===== config.mk =====
export PLATFORM = sky130hd
export DESIGN_NAME = payphone_ctrl
export DESIGN_NICKNAME = d
export VERILOG_FILES = /design/src/rtl/payphone_pkg.sv /design/src/rtl/pp_slot_timer.sv /design/src/rtl/pp_call_fsm.sv /design/src/rtl/payphone_ctrl.sv
export SDC_FILE = /design/constraint.sdc
export NUM_CORES = 1
export LEC_CHECK = 0
export ABC_AREA = 1
export BUFFER_PORTS_ARGS = -buffer_cell sky130_fd_sc_hd__buf_2
export CAP_MARGIN = 25
export CORE_UTILIZATION = 35
export CTS_CLUSTER_DIAMETER = 40
export DETAILED_ROUTE_END_ITERATION = 8
export PLACE_DENSITY = 0.66
export SETUP_SLACK_MARGIN = 0.05
export SKIP_LAST_GASP = 1
export SLEW_MARGIN = 20
export SYNTH_ARGS = -nofsm -noshare
export SYNTH_HDL_FRONTEND = slang
export SYNTH_SLANG_ARGS = --single-unit

===== constraint.sdc =====
create_clock -name clk -period 2 [get_ports clk]
set_clock_uncertainty 0.05 [all_clocks]
set_input_delay 0.1 -clock clk [delete_from_list [all_inputs] [get_ports clk]]
set_output_delay 0.1 -clock clk [all_outputs]
set_load 0.05 [all_outputs]

===== src/rtl/payphone_pkg.sv =====
// Shared state encoding for the payphone call controller.
// Assumes: the codes are visible on the state port and are relied on by users.
package payphone_pkg;
    typedef enum logic [2:0] {
        PP_IDLE      = 3'd0,
        PP_WAIT_COIN = 3'd1,
        PP_WAIT_LINE = 3'd2,
        PP_BUSY      = 3'd3,
        PP_TALK      = 3'd4,
        PP_ENDED     = 3'd5,
        PP_OOO       = 3'd6
    } pp_state_t;
endpackage


===== src/rtl/pp_slot_timer.sv =====
// Slot timer: counts second ticks while a call is in the talk state.
// It strobes at the prompt point and at the end of each slot, and it wraps to zero
// at the slot end so that a renewed slot starts counting at once.
// Assumes: 0 < PROMPT_AT < SLOT_LEN, and ticks are single-cycle pulses.
module pp_slot_timer #(
    parameter int SLOT_LEN  = 60,
    parameter int PROMPT_AT = 45,
    localparam int CW = $clog2(SLOT_LEN + 1)
) (
    input  logic clk,
    input  logic rst_n,
    input  logic run_i,
    input  logic tick_i,
    output logic prompt_hit_o,
    output logic slot_end_o
);
    logic [CW-1:0] cnt_q;

    assign prompt_hit_o = run_i && tick_i && (cnt_q == CW'(PROMPT_AT - 1));
    assign slot_end_o   = run_i && tick_i && (cnt_q == CW'(SLOT_LEN - 1));

    // Elapsed ticks in the current slot; held at zero outside the talk state.
    always_ff @(posedge clk) begin
        if (!rst_n || !run_i)
            cnt_q <= '0;
        else if (tick_i)
            cnt_q <= slot_end_o ? '0 : cnt_q + 1'b1;
    end

    AST_CNT_BELOW_SLOT: assert property (@(posedge clk) disable iff (!rst_n)
        cnt_q < CW'(SLOT_LEN));
endmodule


===== src/rtl/pp_call_fsm.sv =====
// Call sequencer: hook, coin, line outcome, talk slots with a top-up prompt,
// coin return or collection, and the fault override.
// Assumes: coin_in_i is a single-cycle pulse, and the timer strobes are valid only in TALK.
module pp_call_fsm
    import payphone_pkg::*;
(
    input  logic      clk,
    input  logic      rst_n,
    input  logic      off_hook_i,
    input  logic      coin_in_i,
    input  logic      line_busy_i,
    input  logic      line_conn_i,
    input  logic      line_fault_i,
    input  logic      prompt_hit_i,
    input  logic      slot_end_i,
    output pp_state_t state_o,
    output logic      prompt_o,
    output logic      coin_return_o,
    output logic      coin_collect_o
);
    pp_state_t state_q;
    logic      prompt_q;
    logic      credit_q;

    // State, prompt, prepaid credit and the one-cycle coin pulses.
    always_ff @(posedge clk) begin
        if (!rst_n) begin
            state_q        <= PP_IDLE;
            prompt_q       <= 1'b0;
            credit_q       <= 1'b0;
            coin_return_o  <= 1'b0;
            coin_collect_o <= 1'b0;
        end else begin
            coin_return_o  <= 1'b0;
            coin_collect_o <= 1'b0;
            if (line_fault_i) begin
                state_q  <= PP_OOO;
                prompt_q <= 1'b0;
                credit_q <= 1'b0;
            end else begin
                case (state_q)
                    PP_IDLE:
                        if (off_hook_i) state_q <= PP_WAIT_COIN;
                    PP_WAIT_COIN:
                        if (!off_hook_i)    state_q <= PP_IDLE;
                        else if (coin_in_i) state_q <= PP_WAIT_LINE;
                    PP_WAIT_LINE:
                        if (!off_hook_i) begin
                            state_q       <= PP_IDLE;
                            coin_return_o <= 1'b1;
                        end else if (line_busy_i) begin
                            state_q <= PP_BUSY;
                        end else if (line_conn_i) begin
                            state_q <= PP_TALK;
                        end
                    PP_BUSY:
                        if (!off_hook_i) begin
                            state_q       <= PP_IDLE;
                            coin_return_o <= 1'b1;
                        end
                    PP_TALK:
                        if (!off_hook_i) begin
                            state_q        <= PP_IDLE;
                            coin_collect_o <= 1'b1;
                            prompt_q       <= 1'b0;
                            credit_q       <= 1'b0;
                        end else if (slot_end_i) begin
                            coin_collect_o <= 1'b1;
                            prompt_q       <= 1'b0;
                            if (credit_q) credit_q <= 1'b0;
                            else          state_q  <= PP_ENDED;
                        end else if (prompt_q && coin_in_i) begin
                            credit_q <= 1'b1;
                            prompt_q <= 1'b0;
                        end else if (prompt_hit_i && !credit_q) begin
                            prompt_q <= 1'b1;
                        end
                    PP_ENDED:
                        if (!off_hook_i) state_q <= PP_IDLE;
                    PP_OOO:
                        if (!off_hook_i) state_q <= PP_IDLE;
                    default:
                        state_q <= PP_IDLE;
                endcase
            end
        end
    end

    assign state_o  = state_q;
    assign prompt_o = prompt_q;

    AST_FAULT_WINS: assert property (@(posedge clk) disable iff (!rst_n)
        line_fault_i |=> state_q == PP_OOO);
    AST_OOO_EXIT: assert property (@(posedge clk) disable iff (!rst_n)
        ($past(state_q) == PP_OOO && state_q != PP_OOO) |->
        (!$past(line_fault_i) && !$past(off_hook_i) && state_q == PP_IDLE));
    AST_PROMPT_IN_TALK: assert property (@(posedge clk) disable iff (!rst_n)
        prompt_q |-> state_q == PP_TALK);
    AST_RETURN_SRC: assert property (@(posedge clk) disable iff (!rst_n)
        $rose(coin_return_o) |-> ($past(state_q) == PP_BUSY || $past(state_q) == PP_WAIT_LINE));
    AST_HANGUP_COLLECT: assert property (@(posedge clk) disable iff (!rst_n)
        (state_q == PP_TALK && !off_hook_i && !line_fault_i) |=>
        (state_q == PP_IDLE && coin_collect_o && !coin_return_o));
endmodule


===== src/rtl/payphone_ctrl.sv =====
// Top of the coin payphone call controller: joins the slot timer to the call sequencer
// and decodes the level outputs from the state.
// Assumes: all inputs are synchronous to clk.
module payphone_ctrl #(
    parameter int SLOT_LEN  = 60,
    parameter int PROMPT_AT = 45
) (
    input  logic       clk,
    input  logic       rst_n,
    input  logic       sec_tick_i,
    input  logic       off_hook_i,
    input  logic       coin_in_i,
    input  logic       line_busy_i,
    input  logic       line_conn_i,
    input  logic       line_fault_i,
    output logic       coin_return_o,
    output logic       coin_collect_o,
    output logic       talk_en_o,
    output logic       coin_prompt_o,
    output logic       out_of_order_o,
    output logic [2:0] state_o
);
    import payphone_pkg::*;

    pp_state_t st;
    logic      prompt_hit;
    logic      slot_end;

    pp_slot_timer #(.SLOT_LEN(SLOT_LEN), .PROMPT_AT(PROMPT_AT)) timer_i (
        .clk          (clk),
        .rst_n        (rst_n),
        .run_i        (st == PP_TALK),
        .tick_i       (sec_tick_i),
        .prompt_hit_o (prompt_hit),
        .slot_end_o   (slot_end)
    );

    pp_call_fsm fsm_i (
        .clk            (clk),
        .rst_n          (rst_n),
        .off_hook_i     (off_hook_i),
        .coin_in_i      (coin_in_i),
        .line_busy_i    (line_busy_i),
        .line_conn_i    (line_conn_i),
        .line_fault_i   (line_fault_i),
        .prompt_hit_i   (prompt_hit),
        .slot_end_i     (slot_end),
        .state_o        (st),
        .prompt_o       (coin_prompt_o),
        .coin_return_o  (coin_return_o),
        .coin_collect_o (coin_collect_o)
    );

    assign talk_en_o      = (st == PP_TALK);
    assign out_of_order_o = (st == PP_OOO);
    assign state_o        = st;
endmodule


# After elaboration in Yosys (flattened, before gate mapping)
# Index checks and enable logic that the tools add are counted.
# W data, S select, Z words.
[word_totals]
out_inout_bits = 8
input_bits = 8
ff_bits = 13
[op_classes]
reduce_logical = 19
bitwise = 3
n_eq_ne = 22
mux = 23
n_addsub = 1
[ops]
columns = ["operator", "count"]
rows = [
  ["$mux W3", 11],
  ["$ne A4 B4 Y1 const B", 4],
  ["$pmux W3 S5", 1],
  ["$eq A6 B6 Y1 const B", 2],
  ["$ne A3 B3 Y1 const B", 4],
  ["$reduce_and A6 Y1", 2],
  ["$mux W1", 10],
  ["$eq A3 B3 Y1 const B", 3],
  ["$reduce_or A3 Y1", 3],
  ["$add A6 B1 Y6 const B", 1],
  ["$eq A3 B2 Y1 const B", 2],
  ["$mux W6", 1],
  ["$logic_and A1 B1 Y1", 5],
  ["$ne A5 B5 Y1 const B", 1],
  ["$ne A2 B2 Y1 const B", 2],
  ["$ne A4 B1 Y1 const B", 1],
  ["$reduce_and A2 Y1", 2],
  ["$reduce_or A2 Y1", 2],
  ["$eq A3 B1 Y1 const B", 1],
  ["$logic_not A1 Y1", 3],
  ["$logic_not A3 Y1", 1],
  ["$ne A3 B1 Y1 const B", 1],
  ["$ne A3 B2 Y1 const B", 1],
  ["$not A1 Y1", 3],
  ["$logic_or A1 B1 Y1", 1],
]

# Logic depth before layout (Yosys ltp)
[depth]
ltp_word = 8
mapped_depth = 9
depth_no_buf = 9

# Hierarchy
# Synthesis repeated with hierarchy kept, for this count alone.
[hier_totals]
cells_unflattened = 137
area_unflattened_um2 = 845.8
[modules_own_cells]
columns = ["module", "area_per_inst_um2", "seq_area_each_um2", "cells_per_inst", "instances"]
rows = [
  ["pp_call_fsm", 486.7, 140.1, 83, 1],
  ["pp_slot_timer", 340.3, 120.1, 49, 1],
  ["payphone_ctrl", 18.8, 0.0, 5, 1],
]

# Least setup slack after synthesis
# Ideal clock, no wire load.
[synth_path]
path_kind = "register to output"
start = "register fsm_i.state_q[2], in the netlist fsm_i.state_o[2]"
end = "output port out_of_order_o"
arrival_ns = 1.612
slack_ns = 0.238
stages_incl_launch_ff = 3
cell_sequence = "dfxtp_1 -> inv_2 -> nor2_1"
[synth_via]
elab_chain_len = 1
[synth_rtl]
columns = ["element", "line_no", "text"]
rows = [
  ["from (decl)", "pp_call_fsm.sv:21", "pp_state_t state_q;"],
  ["from (signal assigned)", "pp_call_fsm.sv:28", "state_q <= PP_IDLE;"],
  ["from (signal assigned)", "pp_call_fsm.sv:37", "state_q <= PP_OOO;"],
  ["from (signal assigned)", "pp_call_fsm.sv:43", "if (off_hook_i) state_q <= PP_WAIT_COIN;"],
  ["$eq A3 B3 Y1", "payphone_ctrl.sv:55", "assign out_of_order_o = (st == PP_OOO);"],
  ["to (decl)", "payphone_ctrl.sv:20", "output logic out_of_order_o,"],
]
# No other way between the ends.

# Worst setup path in the final report
[layout_path]
start = "register fsm_i.state_q[0], in the netlist fsm_i.state_o[0]"
end = "register fsm_i.state_q[2], in the netlist fsm_i.state_o[2]"
[layout_via]
elab_chain_len = 5
word_cells_on_any_way = 19
cone_classes = "eq/ne (12); mux (2); reduce/logical (5)"
[layout_rtl]
columns = ["element", "line_no", "text"]
rows = [
  ["$eq A3 B3 Y1", "pp_call_fsm.sv:41, payphone_ctrl.sv:32", ""],
  ["$logic_and A1 B1 Y1 (2 in a row)", "pp_slot_timer.sv:20", "assign slot_end_o = run_i && tick_i && (cnt_q == CW'(SLOT_LEN - 1));"],
  ["$ne A4 B4 Y1 (no source line)", "--", ""],
  ["$reduce_and A6 Y1 (no source line)", "--", ""],
]
# Parallel ways exist; a longest one is shown, timed or not.
# A chain may end at the register's enable or synchronous reset.

==> metrics <==
status complete, no violations; most frequent cells in the layout nand2_1, nor2_1, inv_1, buf_2, dfxtp_1; CTS Hold Buffers Added 0; Max Slew Vio Count 0; footprint of the multi-input gates 460 sq um; largest net degree at the start of global routing 10; CTS tree done; Final ANT Viol Nets 0; DR iter-0 viols 16; TritonCTS Buffers 3; Max Freq 659 MHz; Setup WS pre-CTS 0.496 ns; crit path max fanout 6; Die X-Extent 49.6 um; register area 260 sq um; CP required 2.11 ns; Port Buffers 15; Yosys top cell area share 32.9%; final period utilization 75.8%; number of global-route vias before repair 708; clock buffer depth 2; Pwr Total 0.643 mW; Total Die Area 2460 sq um; largest cells by area after synthesis dfxtp_1, nand2_1, nor2_1; Synth Instances 122; Pleak 0.421 nW; post-route cell area 927 sq um; WHS 0.0363 ns; global-route wire length before repair 2840 um; final hold violations 0; initial core utilization 38.8%; Syn Area/Cell 6.49 sq um; global route overflow 0; DR WL/cell 10.1 um; area grow syn2layout 17.1%; std cell rows 16; detailed-route DRC error count 0; PD cells 693 nW/um^2; Post-Syn Area 792 sq um; Die Ht 49.6 um; Max-cap violations 0; Sink Count 13; I/O Pins 16; Worst-path clk slew 0.08 ns; Root Driver clkbuf_4; R2R setup slack 0.48 ns; DP Area 901 sq um; Yosys reg bits 13; GR Util All Layers 14.6%; CTS H-tree lvls 1; First-pass DRT Iterations 4; area leader, netlist dfxtp_1; endpoints failing setup 0; crit path time final 1.52 ns; share of cells above drive strength 1 19.9%; VDD IR-drop max 0.322 mV; RSZ-0062 raised after global routing no; antenna cells 0; CTS resizes 0; CP Launch Type flip-flop; # nets final 152; Critical Path Sink Type flip-flop; Post-CTS Setup Inserts 0; fin util 45.4%; setup tns final 0 ns; yosys warns 0; Routed WL 1700 um; final non-filler cell total 168; final worst slack 0.484 ns; Worst-Margin Slew 0.318 ns; Max transition margin 78.8%; kind of critical path flip-flop to flip-flop; gpl congestion 0.831; via count 828; Worst EP arrival 1.63 ns; antenna violations before repair 0; post-DP HPWL 1400 um; Clk Latency, worst-skew pair 0.27 ns; most common cell after layout, fill and taps aside nand2_1; Hold Path Class primary input to flip-flop; Avg Vias per Cell 4.93; placed cells 164; core area 2040 sq um; Synth cell types 23; fillers 238; Mapped Nets 132; sequential element share of the synthesized area 32.9%
[cell type report]
cell class,count,share of cell area (%)
clock buffers,4,2.83
repair buffers,15,8.10
flip-flops and latches,13,28.1
well taps,27,3.64
multi-input cells,90,49.7
inverters,19,7.69
[worst max-delay path, cell delays in order (launching register included)]
cell	delay, ns
dfxtp_1	0.48
inv_2	0.08
nand2_1	0.13
nand3_1	0.12
and2_1	0.18
nor2_1	0.15
nand3_1	0.10
nand2_1	0.07
a21oi_1	0.06
[cells in the mapped netlist]
library cell / n
nand2_1: 22
nor2_1: 21
inv_1: 17
dfxtp_1: 13
a21oi_1: 11
nand3_1: 11
nor3_1: 4
nand2_2: 3
ha_1: 2
inv_2: 2
nand4_1: 2
nor2_4: 2
nor3b_1: 2
a21boi_0: 1
a21oi_2: 1
a31oi_1: 1
and2_1: 1
nand2_4: 1
nand3_2: 1
nor4_1: 1
o21ai_0: 1
o21bai_1: 1
or2_1: 1
[state kept, by name, summed over array words and instances (netlist names)]
name and count:
fsm_i.credit_q 1, timer_i.cnt_q 6, fsm_i.prompt_o 1, fsm_i.state_o 3, fsm_i.coin_collect_o 1, fsm_i.coin_return_o 1
[routing by layer]
| metal | part of all wire, % | vias to the layer above | track usage [%] |
|---|---|---|---|
| li1 | - | 432 | - |
| met1 | 45 | 378 | 18.2 |
| met2 | 50 | 16 | 25.2 |
| met3 | 3.5 | 2 | 1.85 |
| met4 | 0.77 | 0 | 5.71 |
| met5 | 0 | - | 0 |
[power by group]
| group | leakage, nW | switching [mW] | internal (mW) | total (mW) |
|---|---|---|---|---|
| sequential | 0.106 | 0.0175 | 0.269 | 0.286 |
| combinational | 0.300 | 0.138 | 0.0572 | 0.195 |
| clock | 0.0150 | 0.0845 | 0.0771 | 0.162 |
[final timing paths]
kind	startpoint	to	cells past startpoint
max reg2reg	fsm_i.state_o[0]	fsm_i.state_o[2]	8
min	off_hook_i	fsm_i.coin_return_o	2
min reg2reg	timer_i.cnt_q[5]	timer_i.cnt_q[5]	1
max	fsm_i.state_o[0]	fsm_i.state_o[2]	8
[cell families after synthesis]
family / after synthesis / synth area share [%]
flip-flops: 13 / 32.9
adder cells (fa/ha/maj): 2 / 3.16
AO/OA/AOI/OAI: 16 / 11.4
buffers and inverters: 19 / 9.00
AND/OR/NAND/NOR: 72 / 43.6
Power figures use the tool's default switching activity.
